$ cat src/rtl/crc_scan_pkg.sv
package crc_scan_pkg;

   localparam logic [15:0] CRC_POLY = 16'h1021;
   localparam logic [15:0] CRC_SEED = 16'h0000;

   // One byte folded MSB first into a 16-bit CRC.
   function automatic logic [15:0] crc_step_byte(input logic [15:0] crc_in,
                                                 input logic [7:0]  din);
      logic [15:0] r;
      r = crc_in ^ {din, 8'h00};
      for (int i = 0; i < 8; i++) begin
         if (r[15]) r = {r[14:0], 1'b0} ^ CRC_POLY;
         else       r = {r[14:0], 1'b0};
      end
      return r;
   endfunction

endpackage

$ cat src/rtl/crc_word_fold.sv
module crc_word_fold #(
   parameter int NBYTES         = 4,
   parameter bit LANE_ASCENDING = 1'b1
) (
   input  logic [15:0]         crc_in,
   input  logic [8*NBYTES-1:0] word_in,
   output logic [15:0]         crc_out
);
   import crc_scan_pkg::*;

   if (NBYTES < 1) begin : g_bad_nbytes
      $error("crc_word_fold: NBYTES must be at least 1");
   end

   logic [15:0] chain [NBYTES+1];
   assign chain[0] = crc_in;

   for (genvar g = 0; g < NBYTES; g++) begin : g_lane
      if (LANE_ASCENDING) begin : g_asc
         assign chain[g+1] = crc_step_byte(chain[g], word_in[8*g +: 8]);
      end else begin : g_desc
         assign chain[g+1] = crc_step_byte(chain[g], word_in[8*(NBYTES-1-g) +: 8]);
      end
   end

   assign crc_out = chain[NBYTES];

endmodule

$ cat src/rtl/crc_scan_ctrl.sv
module crc_scan_ctrl #(
   parameter int RANGE_W     = 2,
   parameter int BLOCK_WORDS = 4096,
   parameter int NUM_BLOCKS  = 4,
   parameter int WADDR_W     = 14
) (
   input  logic               clk,
   input  logic               rst_n,
   input  logic               start_req,
   input  logic [RANGE_W-1:0] range_code,
   output logic               start_ok,
   output logic               busy,
   output logic               rd_en,
   output logic [WADDR_W-1:0] rd_addr,
   output logic               data_valid,
   output logic               data_last,
   output logic               done
);
   logic               busy_q, rd_en_q, rvalid_q, rlast_q, done_q;
   logic [WADDR_W-1:0] addr_q, last_q, last_word;
   logic               at_last;
   int                 eff_blocks;

   assign start_ok = start_req && !busy_q;
   assign at_last  = (addr_q == last_q);

   always_comb begin
      if (int'(range_code) >= NUM_BLOCKS) eff_blocks = NUM_BLOCKS;
      else                                eff_blocks = int'(range_code) + 1;
      last_word = WADDR_W'(eff_blocks * BLOCK_WORDS - 1);
   end

   always_ff @(posedge clk or negedge rst_n) begin
      if (!rst_n) begin
         busy_q   <= 1'b0;
         rd_en_q  <= 1'b0;
         addr_q   <= '0;
         last_q   <= '0;
         rvalid_q <= 1'b0;
         rlast_q  <= 1'b0;
         done_q   <= 1'b0;
      end else begin
         done_q   <= 1'b0;
         rvalid_q <= rd_en_q;
         rlast_q  <= rd_en_q && at_last;
         if (start_ok) begin
            busy_q  <= 1'b1;
            rd_en_q <= 1'b1;
            addr_q  <= '0;
            last_q  <= last_word;
         end else begin
            if (rd_en_q) begin
               if (at_last) rd_en_q <= 1'b0;
               else         addr_q  <= addr_q + 1'b1;
            end
            if (rvalid_q && rlast_q) begin
               busy_q <= 1'b0;
               done_q <= 1'b1;
            end
         end
      end
   end

   assign busy       = busy_q;
   assign rd_en      = rd_en_q;
   assign rd_addr    = addr_q;
   assign data_valid = rvalid_q;
   assign data_last  = rlast_q;
   assign done       = done_q;

endmodule

$ cat src/rtl/crc_accum.sv
module crc_accum #(
   parameter int WORD_BYTES = 4
) (
   input  logic                    clk,
   input  logic                    rst_n,
   input  logic                    scan_seed,
   input  logic                    scan_fold,
   input  logic                    scan_busy,
   input  logic [8*WORD_BYTES-1:0] scan_word,
   input  logic                    byte_wr,
   input  logic                    byte_clr,
   input  logic [7:0]              byte_data,
   output logic [15:0]             word_next,
   output logic [15:0]             crc_q
);
   import crc_scan_pkg::*;

   logic [15:0] acc_q, byte_next;

   crc_word_fold #(.NBYTES(WORD_BYTES), .LANE_ASCENDING(1'b1)) u_word_fold (
      .crc_in (acc_q),
      .word_in(scan_word),
      .crc_out(word_next)
   );

   crc_word_fold #(.NBYTES(1), .LANE_ASCENDING(1'b1)) u_byte_fold (
      .crc_in (acc_q),
      .word_in(byte_data),
      .crc_out(byte_next)
   );

   always_ff @(posedge clk or negedge rst_n) begin
      if (!rst_n)                       acc_q <= CRC_SEED;
      else if (scan_seed)               acc_q <= CRC_SEED;
      else if (scan_fold)               acc_q <= word_next;
      else if (!scan_busy && byte_clr)  acc_q <= CRC_SEED;
      else if (!scan_busy && byte_wr)   acc_q <= byte_next;
   end

   assign crc_q = acc_q;

endmodule

$ cat src/rtl/crc_range_scanner.sv
module crc_range_scanner #(
   parameter int RANGE_W     = 2,
   parameter int BLOCK_WORDS = 4096,
   parameter int NUM_BLOCKS  = 4,
   parameter int WORD_BYTES  = 4,
   localparam int WADDR_W    = $clog2(BLOCK_WORDS * NUM_BLOCKS),
   localparam int DATA_W     = 8 * WORD_BYTES
) (
   input  logic               clk,
   input  logic               rst_n,
   input  logic               ctl_wr,
   input  logic               ctl_start,
   input  logic [RANGE_W-1:0] ctl_range,
   output logic               scan_busy,
   output logic               req_stall,
   output logic               scan_done_irq,
   output logic [15:0]        scan_result,
   output logic               mem_rd_en,
   output logic [WADDR_W-1:0] mem_addr,
   input  logic [DATA_W-1:0]  mem_rdata,
   input  logic               byte_wr,
   input  logic               byte_clr,
   input  logic [7:0]         byte_data,
   output logic [15:0]        crc_acc
);
   if (BLOCK_WORDS * NUM_BLOCKS < 2) begin : g_bad_size
      $error("crc_range_scanner: scan space must hold at least two words");
   end
   if (NUM_BLOCKS > (1 << RANGE_W)) begin : g_bad_range
      $error("crc_range_scanner: RANGE_W too narrow for NUM_BLOCKS");
   end

   logic        start_ok, busy, dvalid, dlast, done;
   logic [15:0] word_next, result_q;

   crc_scan_ctrl #(
      .RANGE_W(RANGE_W), .BLOCK_WORDS(BLOCK_WORDS),
      .NUM_BLOCKS(NUM_BLOCKS), .WADDR_W(WADDR_W)
   ) u_ctrl (
      .clk       (clk),
      .rst_n     (rst_n),
      .start_req (ctl_wr && ctl_start),
      .range_code(ctl_range),
      .start_ok  (start_ok),
      .busy      (busy),
      .rd_en     (mem_rd_en),
      .rd_addr   (mem_addr),
      .data_valid(dvalid),
      .data_last (dlast),
      .done      (done)
   );

   crc_accum #(.WORD_BYTES(WORD_BYTES)) u_acc (
      .clk      (clk),
      .rst_n    (rst_n),
      .scan_seed(start_ok),
      .scan_fold(dvalid),
      .scan_busy(busy),
      .scan_word(mem_rdata),
      .byte_wr  (byte_wr),
      .byte_clr (byte_clr),
      .byte_data(byte_data),
      .word_next(word_next),
      .crc_q    (crc_acc)
   );

   always_ff @(posedge clk or negedge rst_n) begin
      if (!rst_n)                result_q <= 16'h0000;
      else if (dvalid && dlast)  result_q <= word_next;
   end

   assign scan_busy     = busy;
   assign req_stall     = busy;
   assign scan_done_irq = done;
   assign scan_result   = result_q;

endmodule

$ cat config.mk
export PLATFORM = sky130hd
export DESIGN_NAME = crc_range_scanner
export DESIGN_NICKNAME = d
export VERILOG_FILES = /design/src/rtl/crc_scan_pkg.sv /design/src/rtl/crc_word_fold.sv /design/src/rtl/crc_scan_ctrl.sv /design/src/rtl/crc_accum.sv /design/src/rtl/crc_range_scanner.sv
export SDC_FILE = /design/constraint.sdc
export NUM_CORES = 1
export LEC_CHECK = 0
export CORE_UTILIZATION = 35
export CTS_CLUSTER_SIZE = 40
export DETAILED_ROUTE_END_ITERATION = 10
export DONT_BUFFER_PORTS = 1
export GPL_ROUTABILITY_DRIVEN = 1
export PLACE_DENSITY_LB_ADDON = 0.3
export SETUP_SLACK_MARGIN = 0.15
export SYNTH_ARGS = -nofsm -noshare
export SYNTH_HDL_FRONTEND = slang
export SYNTH_SLANG_ARGS = --single-unit
export TNS_END_PERCENT = 50
$ cat constraint.sdc
create_clock -name clk -period 4.63 [get_ports clk]
set_input_delay 0.926 -clock clk [delete_from_list [all_inputs] [get_ports clk]]
set_output_delay 0.926 -clock clk [all_outputs]
set_load 0.1 [all_outputs]
==> impl_metrics.ini <==
[cells_and_area]
fill_cells = 1061
share_of_layout_cells_above_drive_strength_1_pct = 15.2
layout-area-overhead-vs-synth_pct = 7.57
num_antenna_cells = 0
most-common-layout-cells = xnor2_1 (77), dfrtp_1 (53), xor2_1 (34), nor2_1 (22), buf_4 (22)
num-nets-final = 397
mostFrequentLayoutCell = xnor2_1

[cts]
ctsHoldBuffers = 0
cts.htree.levels = 2
tritoncts_buffers = 5
cts_buffer_depth = 2
cts_resized = 0
buffers_inserted_by_post_cts_timing_repair = 0
clock_sink_count = 54
cts_root_buf = clkbuf_8
clkLatencyLatePin_ps = 320
tritoncts = yes
clkSlewWorstSetupHoldPaths_ps = 120

[logic_synthesis]
post_synth_inst_count = 346
proportion_of_synthesized_chip_area_in_sequential_cells_pct = 36.0
synth.lib_cells_used.distinct = 41
synth_area_per_cell_um2 = 10.8
mappedNetlistNets = 395
netlist.top_cell.by_area = dfrtp_1
post_synth_instance_area_um2 = 3750
synth-warning-count = 0
synth.area.top_cells = dfrtp_1 (36%), xnor2_1 (18%), xor2_1 (7.9%)
post-synth-top-area-fraction_pct = 36.0
ys_ff_latch = 54

[hold_path]
hold_path.class = input pin to async pin

[routing]
detail_route.wl_per_cell_um = 18.6
met1_length_um = 3850
drt_wl_total_um = 9010
drc_errors = 0
vias = 2437
routed-wl-met2_um = 4410
drt_pass1_iterations = 4
route.met3.wl_um = 624
dr.first_iter.drc_count = 123
post_drt_via_cell_ratio = 5.02
route.antenna.remaining_nets = 0
highest-signal-layer = met4

[critical_path]
startpoint_type = flop
worst-r2r-setup-slack_ps = 1380
worstPathRequired_ps = 4830
path_max_fanout = 4
worstReg2RegEnd = scan_result[11]$_DFFE_PN0P_
crit-reg2reg-launch = u_acc.crc_q[14]$_DFFE_PN0P_
r2r_cells = 8
critical_path.endpoint_type = flop
crit_path_end = scan_result[11]$_DFFE_PN0P_
path_class = flop to flop
worst_setup_path_startpoint = u_acc.crc_q[14]$_DFFE_PN0P_
worstPathArrival_ps = 3460

[status]
outcome = finished, final reports clean

[timing]
layout_min_cycle_time_ps = 3250
fin_skew_ps = 16.6
hold_viol = 0
fmax_mhz = 307
tightest_slew_ps = 1100
max_slew_headroom_pct = 26.7
finalSetupViolations = 0
fin_tns_setup_ps = 0
layout_worst_path_cycle_share_pct = 70.3
final_max_slew_viol_count = 0
unrepaired_setup_endpoints_after_global_routing = no

[floorplan]
floorplan.core_area_um2 = 10400
core.rowCount = 37
floorplan.die_area_um2 = 11100
design.portCount = 98
die_h_um = 106
initial_core_util_pct = 36.2
die_w_um = 106

[flow_run]
maxCapViolCount = 0

[global_routing]
globalRouteOverflowTotal = 0
gr-usage-all-layers_pct = 16.8
first_global_vias = 2450
grt_max_degree = 55
grt_pass1_wl_um = 14100
antenna_found_initial = 0

[place]
portBuffers = 0
finalWeightedCongestion = 0.811
placed_wire_length_estimate_um = 6890
## sequential cells by signal (all words and copies together) (netlist names)
name,count
scan_result,16
u_acc.crc_q,16
u_ctrl.busy,1
u_ctrl.data_last,1
u_ctrl.data_valid,1
u_ctrl.done,1
u_ctrl.last_q,3
u_ctrl.rd_addr,14
u_ctrl.rd_en,1
## kinds of logic (layout without fill, tap and decap cells)
| group | count (synthesis) | after routing | share of synthesized area (%) |
|---|---|---|---|
| XOR/XNOR | 134 | 134 | 39.6 |
| AND/OR/NAND/NOR | 70 | 70 | 8.87 |
| flip-flops | 54 | 54 | 36.0 |
| AO/OA/AOI/OAI | 49 | 49 | 8.33 |
| buffers and inverters | 31 | 34 | 4.80 |
| multiplexers | 7 | 7 | 2.07 |
| adder cells (fa/ha/maj) | 1 | 1 | 0.333 |
## cell type report
cell class                      instances  area, µm²  share of cell area [%]
Inverter                                4       15.0                   0.372
Timing Repair Buffer                   22        165                    4.09
Clock buffer                            5       68.8                    1.70
Tap cell                              136        170                    4.21
Clock inverter                          3       28.8                   0.713
Sequential cell                        54       1350                    33.5
Multi-Input combinational cell        261       2240                    55.4
## synth_stat cells
cell type	instances
xnor2_2	4
a21oi_1	2
nor3_1	3
and2_1	4
xnor3_4	1
nand4_1	5
xor3_1	4
mux2_2	6
a211oi_1	2
mux2i_1	1
xor2_2	1
buf_1	1
dfrtp_1	54
or2_2	2
nor2b_1	1
and4_1	1
inv_1	4
a22o_1	2
o32ai_1	1
o21ai_0	14
nand2_1	17
nor4_1	2
xnor2_4	1
xor3_2	2
a22oi_1	12
buf_4	17
xnor3_1	6
xor2_4	1
o21ai_1	10
and3_1	8
nand3_1	5
xnor2_1	77
o211a_1	1
a222oi_1	1
xnor3_2	3
xor2_1	34
nor2_1	22
a21o_1	3
clkbuf_1	9
a2111oi_0	1
ha_1	1
## layer usage
metal	vias up	global-route usage, %
li1	1153	-
met2	81	27.8
met4	0	4.46
met1	1195	21.6
met3	8	4.58
met5	-	0
## worst max-delay path: stages (launching register included)
cell	delay [ps]
dfrtp_1	420
buf_4	330
xor3_2	560
xnor2_2	280
xnor3_2	590
xor2_4	220
xnor2_2	260
xnor2_1	190
mux2_2	290
## worst min path at each step
stage | endpoint | slack (ps) | start
floorplan | u_ctrl.last_q[12]$_DFFE_PN0P_ | 500 | u_ctrl.last_q[12]$_DFFE_PN0P_
global placement | u_ctrl.last_q[13]$_DFFE_PN0P_ | 520 | u_ctrl.last_q[13]$_DFFE_PN0P_
detailed placement | u_ctrl.last_q[13]$_DFFE_PN0P_ | 520 | u_ctrl.last_q[13]$_DFFE_PN0P_
CTS | u_ctrl.last_q[12]$_DFFE_PN0P_ | 260 | rst_n
global route | u_ctrl.last_q[12]$_DFFE_PN0P_ | 250 | rst_n
finish | u_ctrl.rd_addr[3]$_DFFE_PN0P_ | 280 | rst_n
## through the flow
stage / hold WS (ps) / area (µm²) / worst slack [ps] / cells / util, %
5_1_grt: 254 / 4040 / 1190 / 485 / 38.9
4_1_cts: 265 / 4030 / 1320 / 485 / 38.9
3_3_place_gp: 517 / 3930 / 1230 / 477 / 37.9
6_report: 278 / 4040 / 1380 / 485 / 38.9
2_1_floorplan: 501 / 3750 / 1500 / 346 / -
3_5_place_dp: 522 / 3930 / 1250 / 477 / 37.9
Power is left out: the tool's default activity adds up to more than one toggle a clock period on the data nets, which glitch-free logic cannot reach.
